<file path="config.mk">
export PLATFORM = sky130hd
export DESIGN_NAME = cfgbank_top
export DESIGN_NICKNAME = d
export VERILOG_FILES = /design/src/rtl/cfgbank_pkg.sv /design/src/rtl/cfgbank_seq.sv /design/src/rtl/cfgbank_regfile.sv /design/src/rtl/cfgbank_top.sv
export SDC_FILE = /design/constraint.sdc
export NUM_CORES = 1
export LEC_CHECK = 0
export BUFFER_PORTS_ARGS = -buffer_cell sky130_fd_sc_hd__buf_4
export CORE_UTILIZATION = 35
export DETAILED_ROUTE_END_ITERATION = 7
export GPL_TIMING_DRIVEN = 0
export SYNTH_ARGS = -nofsm -noshare
export SYNTH_HDL_FRONTEND = slang
export SYNTH_SLANG_ARGS = --single-unit
</file>
<file path="constraint.sdc">
create_clock -name clk -period 2.4 [get_ports clk]
set_input_delay 0.24 -clock clk [delete_from_list [all_inputs] [get_ports clk]]
set_output_delay 0.24 -clock clk [all_outputs]
set_load 0.05 [all_outputs]
</file>
<file path="src/rtl/cfgbank_pkg.sv">
package cfgbank_pkg;
  localparam int unsigned NREG = 14;
  localparam int unsigned DW   = 8;
  localparam int unsigned SELW = 4;
  localparam logic [4:0]  BURST_CODE = 5'h1F;

  typedef enum logic [2:0] {
    ST_IDLE, ST_SUB, ST_SINGLE, ST_BURST, ST_DROP
  } seq_state_e;

  function automatic logic [DW-1:0] reg_reset(input int unsigned idx);
    if (idx < 9) begin
      case (idx % 3)
        0:       return 8'h7F;
        1:       return 8'h20;
        default: return 8'h00;
      endcase
    end
    case (idx)
      9:       return 8'h04;
      10:      return 8'h61;
      11:      return 8'h90;
      default: return 8'h00;
    endcase
  endfunction

  function automatic logic [DW-1:0] reg_mask(input int unsigned idx);
    if (idx < 9 && (idx % 3) == 2) return 8'h1F;
    if (idx == 12 || idx == 13)    return 8'h7F;
    return 8'hFF;
  endfunction
endpackage

</file>
<file path="src/rtl/cfgbank_seq.sv">
module cfgbank_seq
  import cfgbank_pkg::*;
#(
  parameter int unsigned N_REGS = NREG,
  parameter int unsigned BW     = DW
) (
  input  logic            clk,
  input  logic            rst_n,
  input  logic            frm_open,
  input  logic            frm_close,
  input  logic            take,
  input  logic [BW-1:0]   byte_in,
  output logic            wr_en,
  output logic [SELW-1:0] wr_sel
);
  localparam logic [SELW-1:0] LAST = SELW'(N_REGS - 1);

  seq_state_e      st;
  logic [SELW-1:0] ptr;

  always_ff @(posedge clk) begin
    if (!rst_n) begin
      st  <= ST_IDLE;
      ptr <= '0;
    end else if (frm_open) begin
      st <= ST_SUB;
    end else begin
      case (st)
        ST_SUB: if (take) begin
          if (byte_in[4:0] == BURST_CODE) begin
            st  <= ST_BURST;
            ptr <= '0;
          end else if (!byte_in[4] && (32'(byte_in[3:0]) < N_REGS)) begin
            st  <= ST_SINGLE;
            ptr <= byte_in[3:0];
          end else begin
            st <= ST_DROP;
          end
        end
        ST_SINGLE: if (take) st <= ST_DROP;
        ST_BURST: if (take) begin
          if (ptr == LAST) st <= ST_DROP;
          else             ptr <= ptr + 1'b1;
        end
        default: ;
      endcase
      if (frm_close) st <= ST_IDLE;
    end
  end

  always_comb begin
    wr_en  = take && !frm_open && (st == ST_SINGLE || st == ST_BURST);
    wr_sel = ptr;
  end
endmodule

</file>
<file path="src/rtl/cfgbank_regfile.sv">
module cfgbank_regfile
  import cfgbank_pkg::*;
#(
  parameter int unsigned N_REGS = NREG,
  parameter int unsigned BW     = DW
) (
  input  logic               clk,
  input  logic               rst_n,
  input  logic               wr_en,
  input  logic [SELW-1:0]    wr_sel,
  input  logic [BW-1:0]      wr_data,
  output logic [N_REGS*BW-1:0] q_flat
);
  for (genvar i = 0; i < N_REGS; i++) begin : g_reg
    localparam logic [BW-1:0] RV = BW'(reg_reset(i));
    localparam logic [BW-1:0] MK = BW'(reg_mask(i));
    logic [BW-1:0] q;
    always_ff @(posedge clk) begin
      if (!rst_n)                                    q <= RV;
      else if (wr_en && wr_sel == SELW'(i))          q <= wr_data & MK;
    end
    assign q_flat[i*BW +: BW] = q;
  end
endmodule

</file>
<file path="src/rtl/cfgbank_top.sv">
module cfgbank_top
  import cfgbank_pkg::*;
(
  input  logic              clk,
  input  logic              rst_n,
  input  logic              frm_open,
  input  logic              frm_close,
  input  logic              cb_valid,
  output logic              cb_ready,
  input  logic [DW-1:0]     cb_data,
  output logic [NREG*DW-1:0] bank_q,
  output logic              wr_pulse,
  output logic [SELW-1:0]   wr_index
);
  logic            take;
  logic            wr_en;
  logic [SELW-1:0] wr_sel;

  assign cb_ready = rst_n;
  assign take     = cb_valid && cb_ready;

  cfgbank_seq #(.N_REGS(NREG), .BW(DW)) u_seq (
    .clk(clk), .rst_n(rst_n), .frm_open(frm_open), .frm_close(frm_close),
    .take(take), .byte_in(cb_data), .wr_en(wr_en), .wr_sel(wr_sel)
  );

  cfgbank_regfile #(.N_REGS(NREG), .BW(DW)) u_rf (
    .clk(clk), .rst_n(rst_n), .wr_en(wr_en), .wr_sel(wr_sel),
    .wr_data(cb_data), .q_flat(bank_q)
  );

  always_ff @(posedge clk) begin
    if (!rst_n) begin
      wr_pulse <= 1'b0;
      wr_index <= '0;
    end else begin
      wr_pulse <= wr_en;
      wr_index <= wr_sel;
    end
  end
endmodule

</file>
Word-level counts from Yosys, hierarchy flattened
Index checks and enable logic that the tools add are counted.

Output and inout bits: 118. Bits of input ports: 13. Register bits: 113. Word-level logic and storage cells: 94.

Bitwise operators: 2. Reduce and logical (&&, ||, !) cells: 29. Multiplexer cells: 15. Equal/unequal tests: 27. Add/sub/neg operators: 1. $lt $le $gt $ge: 1.

Operator list (count): equality test 4 bit (second input constant) (6); two-way mux 4 bit (5); logical AND 1 bit (18); two-way mux 3 bit (6); equality test 4 x 3 -> 1 bit (second input constant) (4); inequality test 4 x 3 -> 1 bit (second input constant) (4); AND reduction 5 bit (2); case mux 3 bit (3 select lines) (1); equality test 4 x 2 -> 1 bit (second input constant) (2); inequality test 2 x 1 -> 1 bit (second input constant) (4); case mux 4 bit (2 select lines) (1); equality test 3 x 2 -> 1 bit (second input constant) (2); AND reduction 6 bit (1); equality test 5 bit (second input constant) (1); nonzero test 5 bit (1); adder 4 x 1 -> 4 bit (second input constant) (1); equality test 4 x 1 -> 1 bit (second input constant) (1); logical NOT 4 bit (1); less-than comparator 4 bit (second input constant) (1); equality test 3 x 1 -> 1 bit (second input constant) (1); inequality test 3 x 1 -> 1 bit (second input constant) (1); nonzero test 3 bit (1); OR reduction 3 bit (1); logical NOT 1 bit (2); other kinds (5) (7).

Longest topological paths before layout
Depth in word-level cells: 8. Mapped depth: 7. Gate-level depth less buffers: 6.

Hierarchy
From an unflattened synthesis, not the netlist that was laid out.

Cells, all modules: 454. Area total of the unflattened synthesis: 4600.7 um^2.

Modules (own cells, without submodules): cfgbank_regfile (area each 3940.0 um^2, sequential area each 2021.9 um^2, times used 1, cells an instance 377); cfgbank_seq (area each 515.5 um^2, sequential area each 140.1 um^2, times used 1, cells an instance 65); cfgbank_top (area each 145.1 um^2, sequential area each 100.1 um^2, times used 1, cells an instance 12).

Worst setup path after synthesis
OpenSTA, ideal clock, no wires.

Kind: register -> register. From: reg u_seq.ptr[1] (netlist: u_seq.wr_sel[1]). To: reg u_seq.st[0]. Path slack: 0.707 ns. Stages on the path, launching flop included: 8. Buffers on the path: 1. Arrival: 1.619 ns. Library setup time: 0.074 ns. Clock period less this slack: 1.693 ns. Required time: 2.326 ns. Cell sequence: dfxtp_1 inv_1 ha_1 clkbuf_1 nand3_1 a211oi_1 or3b_2 a31oi_1.

Word-level cells in the longest chain between the ends: 3.

Ends and longest elaborated chain: start: declaration (RTL line cfgbank_seq.sv:19) `logic [SELW-1:0] ptr;`; start signal: assignment (RTL line cfgbank_seq.sv:35) `ptr <= byte_in[3:0];`; start signal: assignment (RTL line cfgbank_seq.sv:43) `else ptr <= ptr + 1'b1;`; equality test 4 bit (RTL line cfgbank_seq.sv:42) `if (ptr == LAST) st <= ST_DROP;`; inequality test 4 x 3 -> 1 bit (no line); AND reduction 5 bit (no line); end signal: assignment (RTL line cfgbank_seq.sv:40) `ST_SINGLE: if (take) st <= ST_DROP;`; end signal: assignment (RTL line cfgbank_seq.sv:42); end signal: assignment (RTL line cfgbank_seq.sv:47) `if (frm_close) st <= ST_IDLE;`; end: declaration (RTL line cfgbank_seq.sv:18) `seq_state_e st;`.

No other way between the ends. A chain may end at the register's enable or synchronous reset.

Worst setup path in the final report
From: reg u_seq.ptr[0] (netlist: u_seq.wr_sel[0]). To: reg u_seq.st[0].

The elaborated chain is that of the path after synthesis.

==> flow_summary.ini <==
[status]
outcome = complete, no violations

[clock_tree]
cts_max_path_buffers = 2
clk_latency_ns = 0.42
cts_hold_buffers = 0
clockRootBuffer = clkbuf_16
cts_buffers = 17
clock_sinks = 113
ctsResizeCount = 0
clk_pin_slew_worst_paths_ns = 0.05
post-cts-setup-buffer-count = 0
cts_tree = yes
cts.htree.levels = 4

[sta]
slew_headroom = 0.483
slew_viol_final = 0
finalCritPeriodShare = 0.830
finClkSkew_ns = 0.00904
rsz0062_at_grt = no
finalHoldViolCount = 0
finalSetupTns_ns = 0
tightest_slew_ns = 0.776
finalCriticalPeriod_ns = 1.99
fmax_mhz = 502
setup_violations = 0

[power]
peakVddDrop_mv = 0.391
leakage_nw = 3.34
power_w = 0.00432
power.density_nw_per_um2 = 694

[drt]
vias = 3766
final_antenna_net_count = 0
drc_errors = 0
dr.pass1.iters = 4
routed_wl_mm = 13.0
avgRoutedWirePerCell_um = 16.6
drt_iter0_markers = 128
via_per_inst = 4.83

[synthesis]
syn-instance-count = 460
synth_ff_type = dfxtp_1
synth_edf_count = 0
yosys.area.top_type = dfxtp_1
yosysSeqAreaShare = 0.491
async_flop_share = 0
ys_seq_elements = 113
ys_top_cells_by_area = dfxtp_1 (49%), mux2i_1 (20%), nor2_1 (5.8%)
synth.top_cell.area_share = 0.491
yosysUniqueCellTypes = 43
syn_avg_cell_area_um2 = 10.0
synthesis.area_um2 = 4610
yosys_warnings = 0

[die]
die_w_um = 117
dieArea_um2 = 13600
start_util = 0.362
io_pins = 131
die_y_um = 117
core.rowCount = 41
core_um2 = 12700

[global_route]
grt_use_met3 = 0.0798
grt_pass1_wl_mm = 20.0
antenna_found_initial = 0
grt.busiest_layer = met2
use_met2 = 0.317
grt_usage = 0.201
use_met1 = 0.241
grt_max_degree = 17
grt_pass1_vias = 3705
grt_overflow = 0

[worst_setup_path]
crit_arrival_ns = 2.27
r2r_cells = 6
max_stage_delay_ns = 0.46
start_kind = register
rrSetupSlack_ns = 0.41
cp-end-kind = register
crit_fanout = 7
cp_slowest_cell = dfxtp_1
path_buf_inv = 1
reg2reg_to = u_seq.st[0]$_SDFFE_PN0P_
crit_required_ns = 2.67
worstPathCellList = ha_1, clkbuf_1, nand3_1, a211oi_1, or3b_2, a31oi_1
crit_family = compound AO/OA/AOI/OAI gates
crit-reg2reg-launch = u_seq.wr_sel[0]$_SDFFE_PN0P_
criticalPathCategory = register to register

[placement]
place_congestion = 0.820
io_buffers = 114
placed_cells = 756
dpl.hpwl_mm = 9.11

[finish]
diodes = 0
layout-drive-gt1-share = 0.294
fin_cells = 780
nNetsFinal = 620
final_common_cell = buf_4
layout_common_cells = buf_4 (128), dfxtp_1 (113), mux2i_1 (93)
n_fill_cell = 1253
area_growth_pct = 35.1

[hold_path]
hp-class = input port to register
min-delay-start = cb_data[5]
holdPathStages = 3
holdPathEnd = u_rf.g_reg[12].q[5]$_SDFFE_PN0P_

[job]
cap_viol_max_count = 0
[worst min-delay path, stage by stage]
cell and delay (ns):
buf_4 0.08, mux2i_1 0.05, nor2_1 0.08
[stage by stage]
stage / util / hold WS (ns) / area (µm²) / setup slack, ns
after floorplan: - / 0.380 / 4650 / 0.707
after global placement: 0.450 / 0.446 / 5720 / 0.537
after detailed placement: 0.450 / 0.453 / 5720 / 0.436
after CTS: 0.490 / 0.0646 / 6230 / 0.431
after global routing: 0.490 / 0.0786 / 6230 / 0.179
final: 0.490 / 0.0765 / 6230 / 0.407
[flip-flops by register name (all words and copies together), names as in the netlist]
name	flops
u_seq.wr_sel	4
wr_pulse	1
u_rf.g.q	101
u_seq.st	3
wr_index	4
[synth_stat cells (2+ instances only)]
cell	number
nor2b_1	5
a21oi_1	8
nand4_4	4
dfxtp_1	113
and2_1	5
buf_4	14
inv_1	5
mux2i_1	93
a311oi_1	2
nand4_1	5
nand2_1	51
buf_6	3
nand4_2	9
and3_1	2
nand3_1	7
buf_2	7
ha_1	4
nor2_1	71
nand3b_1	2
o211ai_1	2
or3_1	2
a31oi_1	3
a211oi_1	2
clkbuf_1	22
[worst max-delay path by stage]
stage | from | to | cells after the start
4_1_cts | u_seq.wr_sel[0]$_SDFFE_PN0P_ | u_seq.st[0]$_SDFFE_PN0P_ | 6
6_report | u_seq.wr_sel[0]$_SDFFE_PN0P_ | u_seq.st[0]$_SDFFE_PN0P_ | 6
2_1_floorplan | u_seq.wr_sel[1]$_SDFFE_PN0P_ | u_seq.st[0]$_SDFFE_PN0P_ | 7
3_3_place_gp | u_seq.wr_sel[1]$_SDFFE_PN0P_ | u_seq.st[0]$_SDFFE_PN0P_ | 7
3_5_place_dp | u_seq.wr_sel[0]$_SDFFE_PN0P_ | u_seq.st[0]$_SDFFE_PN0P_ | 6
5_1_grt | u_seq.wr_sel[0]$_SDFFE_PN0P_ | u_seq.st[2]$_SDFFE_PP0P_ | 6
[layout make-up]
| type | instances | area (µm²) | share of cell area |
|---|---|---|---|
| Buffer | 48 | 282 | 0.0452 |
| Clock buffer | 22 | 474 | 0.0761 |
| Clock inverter | 2 | 35.0 | 0.00562 |
| Inverter | 5 | 18.8 | 0.00301 |
| Multi-Input combinational cell | 304 | 2090 | 0.335 |
| Sequential cell | 113 | 2260 | 0.363 |
| Tap cell | 172 | 215 | 0.0346 |
| Timing Repair Buffer | 114 | 856 | 0.137 |
[where the power goes]
| part | total [W] | switching, W | internal (W) |
|---|---|---|---|
| combinational | 0.000217 | 0.000159 | 0.0000574 |
| sequential | 0.00189 | 0.00000189 | 0.00188 |
| clock | 0.00222 | 0.000774 | 0.00145 |
| total | 0.00432 | 0.000935 | 0.00339 |
[kinds of logic (layout without fill, tap and decap cells)]
| kind of cell | Yosys count | count (layout) | share of synthesized area |
|---|---|---|---|
| simple gates | 170 | 170 | 0.191 |
| mux | 93 | 93 | 0.202 |
| compound gates | 26 | 26 | 0.0396 |
| buf+inv | 53 | 191 | 0.0651 |
| other cells | 1 | 11 | 0.000813 |
| flops | 113 | 113 | 0.491 |
| fa+ha+maj | 4 | 4 | 0.0109 |
[routing by layer]
layer / vias up / share of wire
met5: - / 0
met4: 0 / 0.018
met3: 23 / 0.088
met2: 115 / 0.46
met1: 1804 / 0.43
li1: 1824 / -
(Power assumes the default switching activity.)
